--- src/rtl/sadc_pkg.sv ---
package sadc_pkg;
  localparam int WMAX = 17;
  localparam logic [1:0] RES_8  = 2'd0;
  localparam logic [1:0] RES_12 = 2'd1;
  localparam logic [1:0] RES_16 = 2'd2;

  // word length expected by the converter for a given format
  function automatic logic [4:0] frame_len(logic [1:0] res, logic sgn);
    logic [4:0] base;
    case (res)
      RES_8:   base = 5'd8;
      RES_16:  base = 5'd16;
      default: base = 5'd12;
    endcase
    return base + {4'd0, sgn};
  endfunction

  // widen a len-bit word to WMAX bits, signed or unsigned
  function automatic logic [WMAX-1:0] widen(logic [WMAX-1:0] raw, logic [4:0] len, logic sgn);
    logic [WMAX-1:0] o;
    logic top;
    top = raw[len - 5'd1];
    for (int i = 0; i < WMAX; i++) begin
      if (5'(i) < len) o[i] = raw[i];
      else             o[i] = sgn & top;
    end
    return o;
  endfunction
endpackage

--- src/rtl/sadc_clkgen.sv ---
module sadc_clkgen #(
  parameter int HALF = 2
) (
  input  logic clk,
  input  logic rst_n,
  input  logic run,
  output logic tick
);
  localparam int CW = (HALF > 1) ? $clog2(HALF) : 1;
  logic [CW-1:0] cnt;

  assign tick = run && (cnt == CW'(HALF - 1));

  always_ff @(posedge clk or negedge rst_n) begin
    if (!rst_n)    cnt <= '0;
    else if (!run) cnt <= '0;
    else if (tick) cnt <= '0;
    else           cnt <= cnt + CW'(1);
  end
endmodule

--- src/rtl/sadc_di_shift.sv ---
module sadc_di_shift #(
  parameter int IW = 8
) (
  input  logic          clk,
  input  logic          rst_n,
  input  logic          load,
  input  logic [IW-1:0] instr,
  input  logic          shift,
  output logic          di
);
  logic [IW-1:0] sr;
  assign di = sr[IW-1];

  always_ff @(posedge clk or negedge rst_n) begin
    if (!rst_n)     sr <= '0;
    else if (load)  sr <= instr;
    else if (shift) sr <= {sr[IW-2:0], 1'b0};
  end
endmodule

--- src/rtl/sadc_capture.sv ---
module sadc_capture #(
  parameter int W = 17
) (
  input  logic         clk,
  input  logic         rst_n,
  input  logic         clr,
  input  logic         smp,
  input  logic         d,
  input  logic         lsb,
  input  logic [4:0]   idx,
  output logic [W-1:0] word
);
  always_ff @(posedge clk or negedge rst_n) begin
    if (!rst_n)   word <= '0;
    else if (clr) word <= '0;
    else if (smp) begin
      if (lsb) word[idx] <= d;
      else     word <= {word[W-2:0], d};
    end
  end
endmodule

--- src/rtl/sadc_frame_master.sv ---
module sadc_frame_master
  import sadc_pkg::*;
#(
  parameter int SCLK_HALF = 2,
  parameter int IW        = 8
) (
  input  logic              clk,
  input  logic              rst_n,
  input  logic              req_valid,
  output logic              req_ready,
  input  logic [IW-1:0]     req_instr,
  input  logic [1:0]        req_res,
  input  logic              req_sign,
  input  logic              req_lsb_first,
  input  logic              req_cs_strobed,
  input  logic              req_instr_only,
  output logic              sclk,
  output logic              cs_n,
  output logic              di,
  input  logic              do_in,
  output logic [WMAX-1:0]   result,
  output logic              result_valid,
  output logic [4:0]        exp_len
);
  localparam int GAP = 2 * SCLK_HALF;
  localparam int GW  = $clog2(GAP + 1);

  logic          busy, tick, accept, rise_ev, fall_ev, last_fall;
  logic [4:0]    rise_cnt, target;
  logic [GW-1:0] gap_cnt;
  logic [1:0]    res_c, res_n;
  logic          sign_c, lsb_c, sign_n, lsb_n, strobe_n, ionly_n;
  logic [WMAX-1:0] cap_word;

  assign exp_len   = frame_len(res_c, sign_c);
  assign req_ready = !busy && (gap_cnt == '0);
  assign accept    = req_valid && req_ready;
  assign rise_ev   = busy && tick && !sclk;
  assign fall_ev   = busy && tick && sclk;
  assign last_fall = fall_ev && (rise_cnt == target);

  sadc_clkgen #(.HALF(SCLK_HALF)) u_clk (
    .clk(clk), .rst_n(rst_n), .run(busy), .tick(tick));

  sadc_di_shift #(.IW(IW)) u_di (
    .clk(clk), .rst_n(rst_n), .load(accept), .instr(req_instr),
    .shift(fall_ev), .di(di));

  sadc_capture #(.W(WMAX)) u_cap (
    .clk(clk), .rst_n(rst_n), .clr(accept), .smp(rise_ev), .d(do_in),
    .lsb(lsb_c), .idx(rise_cnt), .word(cap_word));

  always_ff @(posedge clk or negedge rst_n) begin
    if (!rst_n) begin
      busy <= 1'b0; sclk <= 1'b0; cs_n <= 1'b1;
      rise_cnt <= '0; target <= '0; gap_cnt <= '0;
      res_c <= RES_12; sign_c <= 1'b1; lsb_c <= 1'b0;
      res_n <= RES_12; sign_n <= 1'b0; lsb_n <= 1'b0;
      strobe_n <= 1'b0; ionly_n <= 1'b0;
      result <= '0; result_valid <= 1'b0;
    end else begin
      result_valid <= 1'b0;
      if (gap_cnt != '0) gap_cnt <= gap_cnt - GW'(1);
      if (accept) begin
        busy     <= 1'b1;
        cs_n     <= 1'b0;
        rise_cnt <= '0;
        target   <= (req_cs_strobed && req_instr_only) ? 5'(IW) : exp_len;
        res_n    <= req_res;
        sign_n   <= req_sign;
        lsb_n    <= req_lsb_first;
        strobe_n <= req_cs_strobed;
        ionly_n  <= req_instr_only;
      end
      if (rise_ev) begin
        sclk     <= 1'b1;
        rise_cnt <= rise_cnt + 5'd1;
      end
      if (fall_ev) sclk <= 1'b0;
      if (last_fall) begin
        busy         <= 1'b0;
        result_valid <= 1'b1;
        if (strobe_n) begin
          cs_n    <= 1'b1;
          gap_cnt <= GW'(GAP);
        end
        if (!ionly_n) begin
          result <= widen(cap_word, exp_len, sign_c);
          res_c  <= res_n;
          sign_c <= sign_n;
          lsb_c  <= lsb_n;
        end
      end
    end
  end

  // assertions next to the logic they guard
  a_r10_busy_blocks_ready: assert property (@(posedge clk) disable iff (!rst_n)
    busy |-> !req_ready);
  a_r3_len_frozen: assert property (@(posedge clk) disable iff (!rst_n)
    busy |-> $stable(exp_len));
  a_r4_no_overrun: assert property (@(posedge clk) disable iff (!rst_n)
    busy |-> (rise_cnt <= target));
  a_r4_cs_low_in_frame: assert property (@(posedge clk) disable iff (!rst_n)
    busy |-> !cs_n);
  a_r6_gap_holds_cs: assert property (@(posedge clk) disable iff (!rst_n)
    (gap_cnt != '0) |-> (cs_n && !req_ready));
  a_r7_di_moves_on_fall: assert property (@(posedge clk) disable iff (!rst_n)
    (busy && $past(busy) && !$past(fall_ev)) |-> $stable(di));
  a_r10_done_single: assert property (@(posedge clk) disable iff (!rst_n)
    result_valid |=> !result_valid);
  a_r2_len_legal: assert property (@(posedge clk) disable iff (!rst_n)
    exp_len inside {5'd8, 5'd9, 5'd12, 5'd13, 5'd16, 5'd17});
endmodule

--- config.mk ---
export PLATFORM = sky130hd
export DESIGN_NAME = sadc_frame_master
export DESIGN_NICKNAME = d
export VERILOG_FILES = /design/src/rtl/sadc_pkg.sv /design/src/rtl/sadc_clkgen.sv /design/src/rtl/sadc_di_shift.sv /design/src/rtl/sadc_capture.sv /design/src/rtl/sadc_frame_master.sv
export SDC_FILE = /design/constraint.sdc
export NUM_CORES = 1
export LEC_CHECK = 0
export BUFFER_PORTS_ARGS = -buffer_cell sky130_fd_sc_hd__buf_2
export CAP_MARGIN = 20
export CORE_MARGIN = 2
export CORE_UTILIZATION = 35
export CTS_BUF_LIST = sky130_fd_sc_hd__clkbuf_4 sky130_fd_sc_hd__clkbuf_8
export CTS_CLUSTER_DIAMETER = 150
export CTS_CLUSTER_SIZE = 8
export DETAILED_ROUTE_END_ITERATION = 8
export PLACE_DENSITY = 0.65
export RECOVER_POWER = 50
export SKIP_CTS_REPAIR_TIMING = 1
export SYNTH_ARGS = -nofsm -noshare
export SYNTH_HDL_FRONTEND = slang
export SYNTH_SLANG_ARGS = --single-unit
--- constraint.sdc ---
create_clock -name clk -period 2.35 [get_ports clk]
set_input_delay 0.705 -clock clk [delete_from_list [all_inputs] [get_ports clk]]
set_output_delay 0.705 -clock clk [all_outputs]
set_load 0.02 [all_outputs]
==> results.md <==
- Clk pwr share: 0.203
- Slew Viols, Final: 70
- Initial Utilization: 0.362
- Fillers: 966
- Die ar.: 10900 sq um
- Combinational power share: 0.354
- CTS tree: yes
- Die Ht: 105 um
- DRC errors left: 0
- Final hold violation count: 0
- Max frequency: 443 MHz
- Via density: 5.10
- Port Buffers: 43
- Crit path cell chain: buf_4 > nor2b_1 > inv_1 > buf_2
- Max Cap Viol: 1
- Endpoint type of the worst setup path: output pin
- Initial antenna violation count: 0
- Peak VDD IR: 0.545 mV
- CP max stage cell: dfstp_2
- Syn. warnings: 0
- Wirelength per Cell: 15.5 um
- DP HPWL: 5120 um
- Die Width: 105 um
- Grt total ovfl: 0
- Layout Nets: 393
- Unrepaired setup endpoints after global routing: no
- DRT Pass-1 Iters: 4
- Synth top area share: 0.460
- Failing checks: max-capacitance violations, max-slew violations
- Status: complete, but fails checks
- Net Count, Synth: 356
- Row count: 36
- Antenna-violating nets left: 0
- Critical path required time: 1.64 ns
- Min-Delay Startpoint: cs_n
- Top cells by area, synth: dfrtp_1 (46%), mux2_4 (7.6%), nand2_1 (5.8%)
- Reg clk slew, reported paths: 0.08 ns
- Seq pwr share: 0.442
- FF-to-FF Start: sign_c
- Switching share of power: 0.389
- Number of clock buffers inserted by TritonCTS: 9
- Placer congestion estimate: 0.761
- Worst setup path start: res_c[0]
- Crit path time final: 2.26 ns
- Top Family by Delay on Critical Path: buffers and inverters
- Critical Path Source Type: register
- GRT Overall Usage: 0.152
- Fraction of layout cells with a size suffix above 1: 0.249
- Bufs and invs on worst path: 3
- Worst Hold Class: register to register
- CP peak stage delay: 0.37 ns
- NetSw: 1.67 mW
- Worst-margin pin slew: 1.74 ns
- Max FO, Critical Path: 6
- Final setup vio count: 0
- Clk buf depth: 2
- Final core area utilization: 0.413
- H-tree depth: 3
- Pin count of the biggest net entering global routing: 70
- Mapped Area: 3540 sq um
- Detailed Route WL: 7850 um
- Clock Sinks: 69
- Post-synthesis sequential area ratio: 0.489
- Setup CP Type: register to output pin
- EDFF count, synth: 0
- Global-route wire length before repair: 13300 um
- Pint: 2.62 mW
- CP arrival: 1.55 ns
- Synth area leader: dfrtp_1
- Ratio of final minimum period to clock period: 0.960
- Leakage: 1.96 nW
- Async SR Flop Fraction: 1.00
- Io pins: 45
- Core ar.: 9770 sq um
- Root buffer cell: clkbuf_8
- Vias in the first global route: 2664
- Syn_area_per_cell: 10.7 sq um
- Worst clock skew: 0.0122 ns
- Synth-to-layout area growth: 14.1%
- Synth unique cells: 46
- Slew HR: -0.163
- Synth Flop Type: dfrtp_1
- Diode count: 0
- Clk_lat worst skew: 0.35 ns
- Register bit count reported by yosys: 69
- Via count: 2580
- Total negative slack: 0 ns
- Number of DRC markers in iteration 0: 142
- PwrDens: 1060 nW/um^2
- Syn Inst Count: 331
[kinds of logic (layout without fill, tap and decap cells)]
logic type,after synthesis,count (layout),share of synthesized area
simple gates,95,95,0.134
compound gates,85,85,0.167
flops,69,69,0.489
buf+inv,35,77,0.0477
mux,32,32,0.118
fa+ha+maj,7,7,0.0247
xor+xnor,7,7,0.0173
other cells,1,1,0.00106
[final timing paths]
kind                                   end  slack (ns)  depth (start not counted)
worst max register to register   result[9]        0.26                          6
worst min register to register        cs_n        0.46                          2
worst min-delay path                  cs_n        0.46                          2
min in group asynchronous       result[11]        0.89                          2
max in group asynchronous       gap_cnt[2]        0.41                          2
worst max-delay path            exp_len[3]        0.09                          4
[worst register-to-register path, cell delays in order (launching register included)]
cell and delay, ns:
dfstp_2 0.53, inv_1 0.05, ha_1 0.32, mux2i_1 0.22
o22ai_1 0.25, mux2_2 0.34, mux2_4 0.26
[synthesized netlist by cell type, drive strengths merged, types with 7 or more instances]
cell and n:
a211oi 14, a22oi 20, buf 14, clkbuf 11
dfrtp 65, ha 7, inv 10, mux2 25
mux2i 7, nand2 55, nor2 10, o21ai 23
o41ai 14
[metal layers]
| metal | share of wire | global-route usage | vias up |
|---|---|---|---|
| li1 | - | - | 1264 |
| met1 | 0.48 | 0.203 | 1251 |
| met2 | 0.46 | 0.236 | 55 |
| met3 | 0.039 | 0.0399 | 10 |
| met4 | 0.017 | 0.0579 | 0 |
| met5 | 0 | 0 | - |
[placed cells by master, fill, tap and decap left out, drive strengths merged, types with 2 or more instances in the layout]
cell type and instances:
dfrtp 65, nand2 55, buf 42, mux2 25, o21ai 23, a22oi 20
clkbuf 19, a211oi 14, o41ai 14, inv 10, nor2 10, mux2i 7
ha 7, and3 6, nand3 6, xnor2 4, a21oi 4, dfstp 4
clkinv 4, xor2 3, nor3b 3, nand2b 2, nor2b 2, and3b 2
a22o 2, a21boi 2, clkinvlp 2, and4 2, nand3b 2
[power groups by stage]
stage,Sequential [mW],Combinational (mW),Clock [mW]
CTS,1.89,1.55,0.902
global placement,1.90,1.50,0
global route,1.94,1.71,0.960
finish,1.89,1.52,0.871
detailed placement,1.92,1.54,0
floorplan,1.89,1.09,0
[state kept, by name (all words and copies together) (netlist names), 2 cells and up]
signal	flops
result	17
u_cap.word	17
u_di.sr	8
rise_cnt	5
target	4
gap_cnt	3
res_c	2
res_n	2
[area by class of cell]
class	instances	area, sq um	share of cell area
clock inverters	6	38.8	0.00960
well taps	133	166	0.0412
inverters	10	37.5	0.00929
flip-flops and latches	69	1730	0.429
clock buffers	10	138	0.0341
multi-input cells	227	1650	0.410
repair buffers	51	273	0.0675
[stage by stage]
step / std cells / power, mW / instance area, sq um / setup slack (ns) / hold WS [ns]
floorplan: 331 / 2.98 / 3540 / 0.425 / 0.409
global placement: 490 / 3.39 / 3890 / 0.375 / 0.452
detailed placement: 490 / 3.46 / 3890 / 0.280 / 0.452
CTS: 506 / 4.35 / 4070 / 0.0910 / 0.369
global route: 506 / 4.62 / 4040 / 0.0266 / 0.498
finish: 506 / 4.28 / 4040 / 0.0947 / 0.460
Power figures use the tool's default switching activity.
